==> config.mk <==
export PLATFORM = sky130hd
export DESIGN_NAME = operand_pattern_gen
export DESIGN_NICKNAME = d
export VERILOG_FILES = /design/src/rtl/opg_pkg.sv /design/src/rtl/opg_lfsr.sv /design/src/rtl/opg_pattern_table.sv /design/src/rtl/opg_sequencer.sv /design/src/rtl/operand_pattern_gen.sv
export SDC_FILE = /design/constraint.sdc
export NUM_CORES = 1
export LEC_CHECK = 0
export BUFFER_PORTS_ARGS = -buffer_cell sky130_fd_sc_hd__buf_2
export CAP_MARGIN = 20
export CORE_MARGIN = 2
export CORE_UTILIZATION = 40
export CTS_CLUSTER_SIZE = 20
export DETAILED_ROUTE_END_ITERATION = 12
export PLACE_DENSITY = 0.64
export REMOVE_ABC_BUFFERS = 1
export SYNTH_ARGS = -nofsm -noshare
export SYNTH_HDL_FRONTEND = slang
export SYNTH_SLANG_ARGS = --single-unit
==> constraint.sdc <==
create_clock -name clk -period 5.95 [get_ports clk]
set_clock_uncertainty 0.1 [all_clocks]
set_input_delay 0.595 -clock clk [delete_from_list [all_inputs] [get_ports clk]]
set_output_delay 0.595 -clock clk [all_outputs]
set_load 0.01 [all_outputs]
==> src/rtl/opg_pkg.sv <==
package opg_pkg;

    localparam int BYTE_W        = 8;
    localparam int WORD_W        = 2 * BYTE_W;
    localparam int SET_W         = 8;
    localparam int SYS_WORDS     = 16;
    localparam int MAX_RAND_SETS = 239;

    typedef enum logic {
        MODE_SYS  = 1'b0,
        MODE_RAND = 1'b1
    } opg_mode_e;

    // One generator step: shift left, new bit from taps 8,6,5,4,
    // feedback flipped when the seven retained bits are all zero.
    function automatic logic [BYTE_W-1:0] gen_step(input logic [BYTE_W-1:0] s);
        logic fb;
        fb = s[7] ^ s[5] ^ s[4] ^ s[3];
        if (s[6:0] == 7'd0) begin
            fb = ~fb;
        end
        return {s[6:0], fb};
    endfunction

    function automatic logic [SET_W-1:0] clamp_sets(input logic [SET_W-1:0] n);
        logic [SET_W-1:0] r;
        if (n == '0) begin
            r = SET_W'(1);
        end else if (n > SET_W'(MAX_RAND_SETS)) begin
            r = SET_W'(MAX_RAND_SETS);
        end else begin
            r = n;
        end
        return r;
    endfunction

endpackage

==> src/rtl/opg_lfsr.sv <==
module opg_lfsr
    import opg_pkg::*;
#(
    parameter logic [BYTE_W-1:0] SEED_RESET = 8'h01
) (
    input  logic              clk,
    input  logic              rst_n,
    input  logic              load_i,
    input  logic [BYTE_W-1:0] seed_i,
    input  logic              adv_i,
    output logic [BYTE_W-1:0] state_o,
    output logic [WORD_W-1:0] word_o
);

    typedef struct packed {
        logic [BYTE_W-1:0] state;
    } gen_reg_t;

    gen_reg_t          gen_d, gen_q;
    logic [BYTE_W-1:0] draw_hi, draw_lo;

    always_comb begin
        draw_hi = gen_step(gen_q.state);
        draw_lo = gen_step(draw_hi);
        gen_d   = gen_q;
        if (load_i) begin
            gen_d.state = seed_i;
        end else if (adv_i) begin
            gen_d.state = draw_lo;
        end
    end

    always_ff @(posedge clk or negedge rst_n) begin
        if (!rst_n) begin
            gen_q.state <= SEED_RESET;
        end else begin
            gen_q <= gen_d;
        end
    end

    assign state_o = gen_q.state;
    assign word_o  = {draw_hi, draw_lo};

endmodule

==> src/rtl/opg_pattern_table.sv <==
module opg_pattern_table
    import opg_pkg::*;
(
    input  logic [SET_W-1:0]  idx_i,
    output logic [WORD_W-1:0] word_o
);

    always_comb begin
        case (idx_i)
            8'd0:    word_o = 16'h0000;
            8'd1:    word_o = 16'hFFFF;
            8'd2:    word_o = 16'h00FF;
            8'd3:    word_o = 16'hFF00;
            8'd4:    word_o = 16'h0F0F;
            8'd5:    word_o = 16'hF0F0;
            8'd6:    word_o = 16'h3333;
            8'd7:    word_o = 16'hCCCC;
            8'd8:    word_o = 16'h5555;
            8'd9:    word_o = 16'hAAAA;
            8'd10:   word_o = 16'h55AA;
            8'd11:   word_o = 16'hAA55;
            8'd12:   word_o = 16'h33CC;
            8'd13:   word_o = 16'hCC33;
            8'd14:   word_o = 16'hFF55;
            8'd15:   word_o = 16'h00AA;
            default: word_o = 16'h0000;
        endcase
    end

endmodule

==> src/rtl/opg_sequencer.sv <==
module opg_sequencer
    import opg_pkg::*;
#(
    parameter int WORDS_PER_SET = 4
) (
    input  logic             clk,
    input  logic             rst_n,
    input  logic             start_i,
    input  opg_mode_e        mode_i,
    input  logic [SET_W-1:0] set_count_i,
    input  logic             take_i,
    output logic             active_o,
    output opg_mode_e        mode_o,
    output logic [SET_W-1:0] set_idx_o,
    output logic             last_word_o,
    output logic             last_set_o
);

    localparam int WIDX_W = (WORDS_PER_SET > 1) ? $clog2(WORDS_PER_SET) : 1;
    localparam logic [WIDX_W-1:0] WIDX_LAST = WIDX_W'(WORDS_PER_SET - 1);

    typedef struct packed {
        logic              active;
        opg_mode_e         mode;
        logic [SET_W-1:0]  lim;
        logic [SET_W-1:0]  set_idx;
        logic [WIDX_W-1:0] widx;
    } seq_reg_t;

    seq_reg_t seq_d, seq_q;
    logic     at_last_word, at_last_set;

    assign at_last_word = (seq_q.widx == WIDX_LAST);
    assign at_last_set  = (seq_q.set_idx == seq_q.lim - SET_W'(1));

    always_comb begin
        seq_d = seq_q;
        if (start_i) begin
            seq_d.active  = 1'b1;
            seq_d.mode    = mode_i;
            seq_d.lim     = (mode_i == MODE_RAND) ? clamp_sets(set_count_i)
                                                  : SET_W'(SYS_WORDS);
            seq_d.set_idx = '0;
            seq_d.widx    = '0;
        end else if (take_i) begin
            if (at_last_word) begin
                seq_d.widx = '0;
                if (at_last_set) begin
                    seq_d.active = 1'b0;
                end else begin
                    seq_d.set_idx = seq_q.set_idx + SET_W'(1);
                end
            end else begin
                seq_d.widx = seq_q.widx + WIDX_W'(1);
            end
        end
    end

    always_ff @(posedge clk or negedge rst_n) begin
        if (!rst_n) begin
            seq_q.active  <= 1'b0;
            seq_q.mode    <= MODE_SYS;
            seq_q.lim     <= SET_W'(1);
            seq_q.set_idx <= '0;
            seq_q.widx    <= '0;
        end else begin
            seq_q <= seq_d;
        end
    end

    assign active_o    = seq_q.active;
    assign mode_o      = seq_q.mode;
    assign set_idx_o   = seq_q.set_idx;
    assign last_word_o = at_last_word;
    assign last_set_o  = at_last_set;

endmodule

==> src/rtl/operand_pattern_gen.sv <==
module operand_pattern_gen
    import opg_pkg::*;
#(
    parameter int                WORDS_PER_SET = 4,
    parameter logic [BYTE_W-1:0] SEED_RESET    = 8'h01
) (
    input  logic              clk,
    input  logic              rst_n,
    input  logic              start_i,
    input  logic              mode_i,
    input  logic [SET_W-1:0]  set_count_i,
    input  logic              seed_load_i,
    input  logic [BYTE_W-1:0] seed_i,
    input  logic              req_i,
    output logic [WORD_W-1:0] word_o,
    output logic              valid_o,
    output logic              last_in_set_o,
    output logic              last_in_run_o
);

    typedef struct packed {
        logic [WORD_W-1:0] word;
        logic              valid;
        logic              last_set;
        logic              last_run;
    } out_reg_t;

    out_reg_t          out_d, out_q;
    logic              take;
    logic              lfsr_adv;
    logic              run_active;
    opg_mode_e         run_mode;
    logic [SET_W-1:0]  set_idx;
    logic              last_word, last_set;
    logic [BYTE_W-1:0] lfsr_state;
    logic [WORD_W-1:0] rand_word, sys_word;

    assign take     = req_i & run_active & ~start_i & ~seed_load_i;
    assign lfsr_adv = take & (run_mode == MODE_RAND);

    opg_sequencer #(
        .WORDS_PER_SET (WORDS_PER_SET)
    ) u_seq (
        .clk         (clk),
        .rst_n       (rst_n),
        .start_i     (start_i),
        .mode_i      (opg_mode_e'(mode_i)),
        .set_count_i (set_count_i),
        .take_i      (take),
        .active_o    (run_active),
        .mode_o      (run_mode),
        .set_idx_o   (set_idx),
        .last_word_o (last_word),
        .last_set_o  (last_set)
    );

    opg_lfsr #(
        .SEED_RESET (SEED_RESET)
    ) u_gen (
        .clk     (clk),
        .rst_n   (rst_n),
        .load_i  (seed_load_i),
        .seed_i  (seed_i),
        .adv_i   (lfsr_adv),
        .state_o (lfsr_state),
        .word_o  (rand_word)
    );

    opg_pattern_table u_tab (
        .idx_i  (set_idx),
        .word_o (sys_word)
    );

    always_comb begin
        out_d          = out_q;
        out_d.valid    = take;
        out_d.last_set = take & last_word;
        out_d.last_run = take & last_word & last_set;
        if (take) begin
            out_d.word = (run_mode == MODE_RAND) ? rand_word : sys_word;
        end
    end

    always_ff @(posedge clk or negedge rst_n) begin
        if (!rst_n) begin
            out_q.word     <= '0;
            out_q.valid    <= 1'b0;
            out_q.last_set <= 1'b0;
            out_q.last_run <= 1'b0;
        end else begin
            out_q <= out_d;
        end
    end

    assign word_o        = out_q.word;
    assign valid_o       = out_q.valid;
    assign last_in_set_o = out_q.last_set;
    assign last_in_run_o = out_q.last_run;

endmodule

Yosys cells after proc, flatten, opt, wreduce, memory -nomap -nowiden --
Memory sizes are Yosys's and may differ from the RTL's. Index checks and enable logic that the tools add are counted.
Operators by class: bitwise gates (word level) 16, add/sub/neg operators 3, order comparisons 1, muxes and demuxes 18, equal/unequal tests 3, reduce and logical (&&, ||, !) cells 10
Operators with widths (number):
- 8-bit two-way mux | 7
- 16-bit two-way mux | 2
- 10-bit two-way mux | 2
- 7-bit zero test | 2
- 8-bit by 1-bit adder with 8-bit output, second input constant | 1
- 8-bit == test | 1
- 8-bit greater-than comparator, second input constant | 1
- 8-bit zero test | 1
- 2-bit nonzero test | 4
- 8-bit by 1-bit subtractor with 8-bit output, second input constant | 1
- 1-bit AND | 6
- 1-bit two-way mux | 6
- 3-bit AND reduction | 2
- 1-bit bitwise XOR | 6
- 4-bit zero test | 1
- 1-bit inverter | 4
- 2-bit by 1-bit adder with 2-bit output, second input constant | 1
- 2-bit == test, second input constant | 1
- 2-bit two-way mux | 1
- 2-bit != test, second input constant | 1
Storage, ports and cells: bits of input ports 22, output and inout bits 19, memories 1, logic and storage cells 62, register bits after elaboration 47, bits in read-only memories 256
Memory list:
- (name not given) | words 16, width 16, rd ports 1, clocked after memory_dff 0, wr ports 0, line opg_pattern_table.sv:9 | case (idx_i)

Depth between registers and ports, before layout --
depth after elaboration 9, mapped depth 10

Hierarchy --
Synthesis repeated with hierarchy kept, for this count alone.
Second synthesis, totals: cells, all modules 326, area total of the unflattened synthesis 3231.8 µm²
Modules (own cells, without submodules):
- opg_sequencer | times used 1, cells each 141, area each 1281.2 µm²
- operand_pattern_gen | times used 1, cells each 59, area each 982.2 µm²
- opg_lfsr | times used 1, cells each 63, area each 583.1 µm²
- opg_pattern_table | times used 1, cells each 63, area each 385.4 µm²

Worst setup path before layout --
Ideal clock, no wire load.
kind register -> register, start register u_seq.seq_q[10] (netlist bit), end register, netlist name u_seq.set_idx_o[3], stages on the path, launching flop included 10, period minus slack after synthesis 2.518 ns, data arrival time 2.290 ns, path slack 3.432 ns, library setup time 0.128 ns, path through dfstp_2 -> inv_1 -> ha_1 -> buf_2 -> nand2b_1 -> a21oi_1 -> a31oi_1 -> o2111a_4 -> a2111oi_4 -> mux2_1
Between the ends: longest elaborated chain between the ends 4
Ends and longest elaborated chain:
- start, declared | line opg_sequencer.sv:30 | seq_reg_t seq_d, seq_q;
- start signal, assigned | line opg_sequencer.sv:67 | seq_q <= seq_d;
- 8-bit by 1-bit subtractor with 8-bit output | line opg_sequencer.sv:34 | assign at_last_set = (seq_q.set_idx == seq_q.lim - SET_W'(1));
- 8-bit == test | line opg_sequencer.sv:34
- 2-bit != test (no source line)
- 3-bit AND reduction (no source line)
Every way passes these cells. A chain may end at the register's enable or synchronous reset.

Final worst setup path --
start register u_seq.seq_q[10] (netlist bit), end register, netlist name u_seq.set_idx_o[3]
Between the ends: longest elaborated chain between the ends 4
Ends and longest elaborated chain (line):
- 8-bit by 1-bit subtractor with 8-bit output | opg_sequencer.sv:34
- 8-bit == test | opg_sequencer.sv:34
- 2-bit != test (no source line)
- 3-bit AND reduction (no source line)
Every way passes these cells.

==> results.json <==
{
  "initial_utilization": 0.413,
  "start_kind": "flop",
  "core_area_um2": 6760,
  "routed_wl_um": 6310,
  "netlist_area_um2": 2790,
  "post_drt_wl_per_cell_um": 14.5,
  "cts_max_path_buffers": 2,
  "ant_nets": 0,
  "cts_tree": "built",
  "grtUsageTotal": 0.172,
  "first_iter_violations": 167,
  "synth_warnings": 0,
  "end_kind": "flop",
  "crit_chain": "inv_1 > ha_1 > nand2b_1 > a21oi_1 > a31oi_1 > o2111a_4 > a2111oi_4 > mux2_1",
  "yosys_register_bits": 47,
  "gp_congestion": 0.838,
  "cts_resized": 0,
  "dp_slack_ns": 3.32,
  "cts_inserted_buffers": 5,
  "placedCellCount": 426,
  "slew_headroom": 0.571,
  "yosysSeqAreaShare": 0.422,
  "leakagePower_nw": 1.39,
  "num_rows": 30,
  "maxCapViolCount": 0,
  "cts-hold-fix-buffers": 0,
  "ir_drop_mv": 0.103,
  "antenna_found_initial": 0,
  "post-cts-setup-buffers": 0,
  "finalCritPeriodShare": 0.447,
  "die_y_um": 87.5,
  "synthArstFlopShare": 1.00,
  "synthDistinctLibCells": 44,
  "cts_sinks": 47,
  "synth-edff-count": 0,
  "multi_input_area_um2": 1470,
  "syn2layout_area_growth_pct": 12.2,
  "setup_ws_ns": 3.29,
  "vias": 2385,
  "grt_pass1_wl_um": 10400,
  "fmax_ghz": 0.376,
  "worst-path-max-fanout": 8,
  "ios": 41,
  "synthFlopType": "dfrtp_1",
  "rsz0062_at_grt": "no",
  "required_ns": 6.04,
  "path_class": "flop to flop",
  "vias_per_cell": 5.48,
  "syn_area_per_cell_um2": 8.59,
  "finalSetupTns_ns": 0,
  "die-area_um2": 7660,
  "clk_pin_slew_worst_paths_ns": 0.09,
  "grt_max_degree": 48,
  "antenna_cells": 0,
  "setup_viol": 0,
  "dpl.hpwl_um": 4360,
  "finalNetCount": 381,
  "maxSlewViolCount": 0,
  "drive_above_1_share": 0.163,
  "run_status": "finished clean",
  "clock-root-buffer": "clkbuf_8",
  "worstMarginPinSlew_ns": 0.643,
  "cpMaxStageDelayCell": "dfstp_2",
  "synth_cells": 325,
  "overflow": 0,
  "hold_path_class": "primary input to async pin",
  "die_w_um": 87.5,
  "power.density_nw_per_um2": 234,
  "grt_pass1_vias": 2161,
  "htreeDepth": 2,
  "worst-endpoint-arrival_ns": 2.75,
  "instances_no_fill": 435,
  "regArea_um2": 1180,
  "route.detailed.drc": 0,
  "fill_cells": 684,
  "slowest_delay_ns": 0.58,
  "portBuffers": 40,
  "hold_violations": 0,
  "clock_latency_ns": 0.31,
  "layout_min_cycle_time_ns": 2.66,
  "drt_first_pass_iters": 4
}
==> stage by stage <==
| stage | util | hold slack (ns) | total power (W) | instance area [um^2] |
|---|---|---|---|---|
| 3_3_place_gp | 0.447 | 0.406 | 0.000543 | 3020 |
| 4_1_cts | 0.459 | 0.392 | 0.000738 | 3100 |
| 5_1_grt | 0.464 | 0.218 | 0.000777 | 3130 |
| 6_report | 0.464 | 0.177 | 0.000734 | 3130 |
| 3_5_place_dp | 0.447 | 0.413 | 0.000546 | 3020 |
| 2_1_floorplan | - | 0.199 | 0.000483 | 2710 |
==> final timing paths <==
path	slack, ns	start	cells past startpoint	end
hold reg to reg	0.43	word_o[10]$_DFFE_PN0P_	2	word_o[10]$_DFFE_PN0P_
min in group clk	0.39	seed_i[7]	3	u_gen.state_o[7]$_DFFE_PN0P_
setup / recovery	3.29	u_seq.seq_q[10]$_DFFE_PN1P_	8	u_seq.set_idx_o[3]$_DFFE_PN0P_
setup reg to reg	3.29	u_seq.seq_q[10]$_DFFE_PN1P_	8	u_seq.set_idx_o[3]$_DFFE_PN0P_
hold / removal	0.18	rst_n	1	u_seq.seq_q[16]$_DFFE_PN0P_
max in group asynchronous	4.97	rst_n	2	u_gen.state_o[0]$_DFFE_PN1P_
==> state kept, by name, summed over array words and instances, names as in the netlist <==
signal           cells
last_in_run_o        1
u_seq.active_o       1
word_o              16
last_in_set_o        1
u_gen.state_o        8
u_seq.seq_q         10
u_seq.mode_o         1
valid_o              1
u_seq.set_idx_o      8
==> metal layers <==
metal	GRT usage	share of wire	vias up	wire length [um]
li1	-	-	1187	-
met1	0.249	0.50	1124	3130
met2	0.258	0.44	64	2750
met3	0.0303	0.048	10	301
met4	0.0629	0.019	0	121
met5	0	0	-	0
==> placed cells by master, fill, tap and decap left out, drive strengths merged, types with 3 or more instances in the layout <==
cell,netlist,final
o211ai,4,4
a31oi,4,4
nand2b,9,9
xor2,7,7
mux2,4,4
nand4,3,3
mux2i,9,9
nor3,7,7
o22ai,4,4
clkbuf,13,7
nor2b,6,6
o21ai,17,17
a21oi,33,33
nand2,39,39
nor4,4,4
nor2,34,34
inv,17,17
o21bai,3,3
a22oi,10,10
and2,3,3
buf,7,42
ha,5,5
nand3,12,12
dfrtp,45,45
xnor2,10,10
==> synth_stat cells, types with 2 or more instances <==
library cell,n,area share
a31oi_1,4,0.0090
nor4_1,2,0.0045
a21oi_1,33,0.059
xor2_1,7,0.022
buf_2,4,0.0072
nand4_1,3,0.0067
o211ai_1,4,0.011
clkbuf_1,13,0.017
nor2b_1,6,0.013
o21bai_1,3,0.0081
a211oi_1,2,0.0054
nor2_1,34,0.046
o21ai_0,13,0.023
dfrtp_1,45,0.40
and2_1,3,0.0067
mux2_1,3,0.012
mux2i_1,9,0.032
a22oi_1,10,0.027
or2_1,2,0.0045
xnor2_1,10,0.031
o22ai_1,4,0.0090
dfstp_2,2,0.019
inv_1,16,0.022
ha_1,5,0.022
nand2b_1,9,0.020
o21ai_1,4,0.0072
o31ai_1,2,0.0054
nand2_1,39,0.052
nand3_1,12,0.022
nor3_1,6,0.011
buf_1,3,0.0040
==> cells by family after synthesis <==
group,after synthesis,share of synthesized area
fa+ha+maj,5,0.0224
simple gates,120,0.205
mux,13,0.0484
flops,47,0.422
xor+xnor,17,0.0534
compound gates,86,0.197
buf+inv,37,0.0516
==> worst max-delay path: cells and delay by family (launching register included) <==
kind                     cells  cell delay, ns
multiplexers                 1            0.34
flip-flops                   1            0.58
adder cells (fa/ha/maj)      1            0.29
AND/OR/NAND/NOR              1            0.19
AO/OA/AOI/OAI                4            0.96
buffers and inverters        1            0.07
==> area by class of cell <==
cell class	count	share of cell area
multi-input cells	241	0.470
inverters	17	0.0204
flip-flops and latches	47	0.376
clock inverters	1	0.00160
clock buffers	7	0.0244
well taps	80	0.0320
repair buffers	42	0.0751
==> power by group <==
| group | switching (W) | internal [W] |
|---|---|---|
| clock network | 0.000109 | 0.0000827 |
| logic | 0.0000868 | 0.0000676 |
| registers | 0.0000335 | 0.000353 |
| total | 0.000230 | 0.000504 |
(Power assumes the default switching activity.)
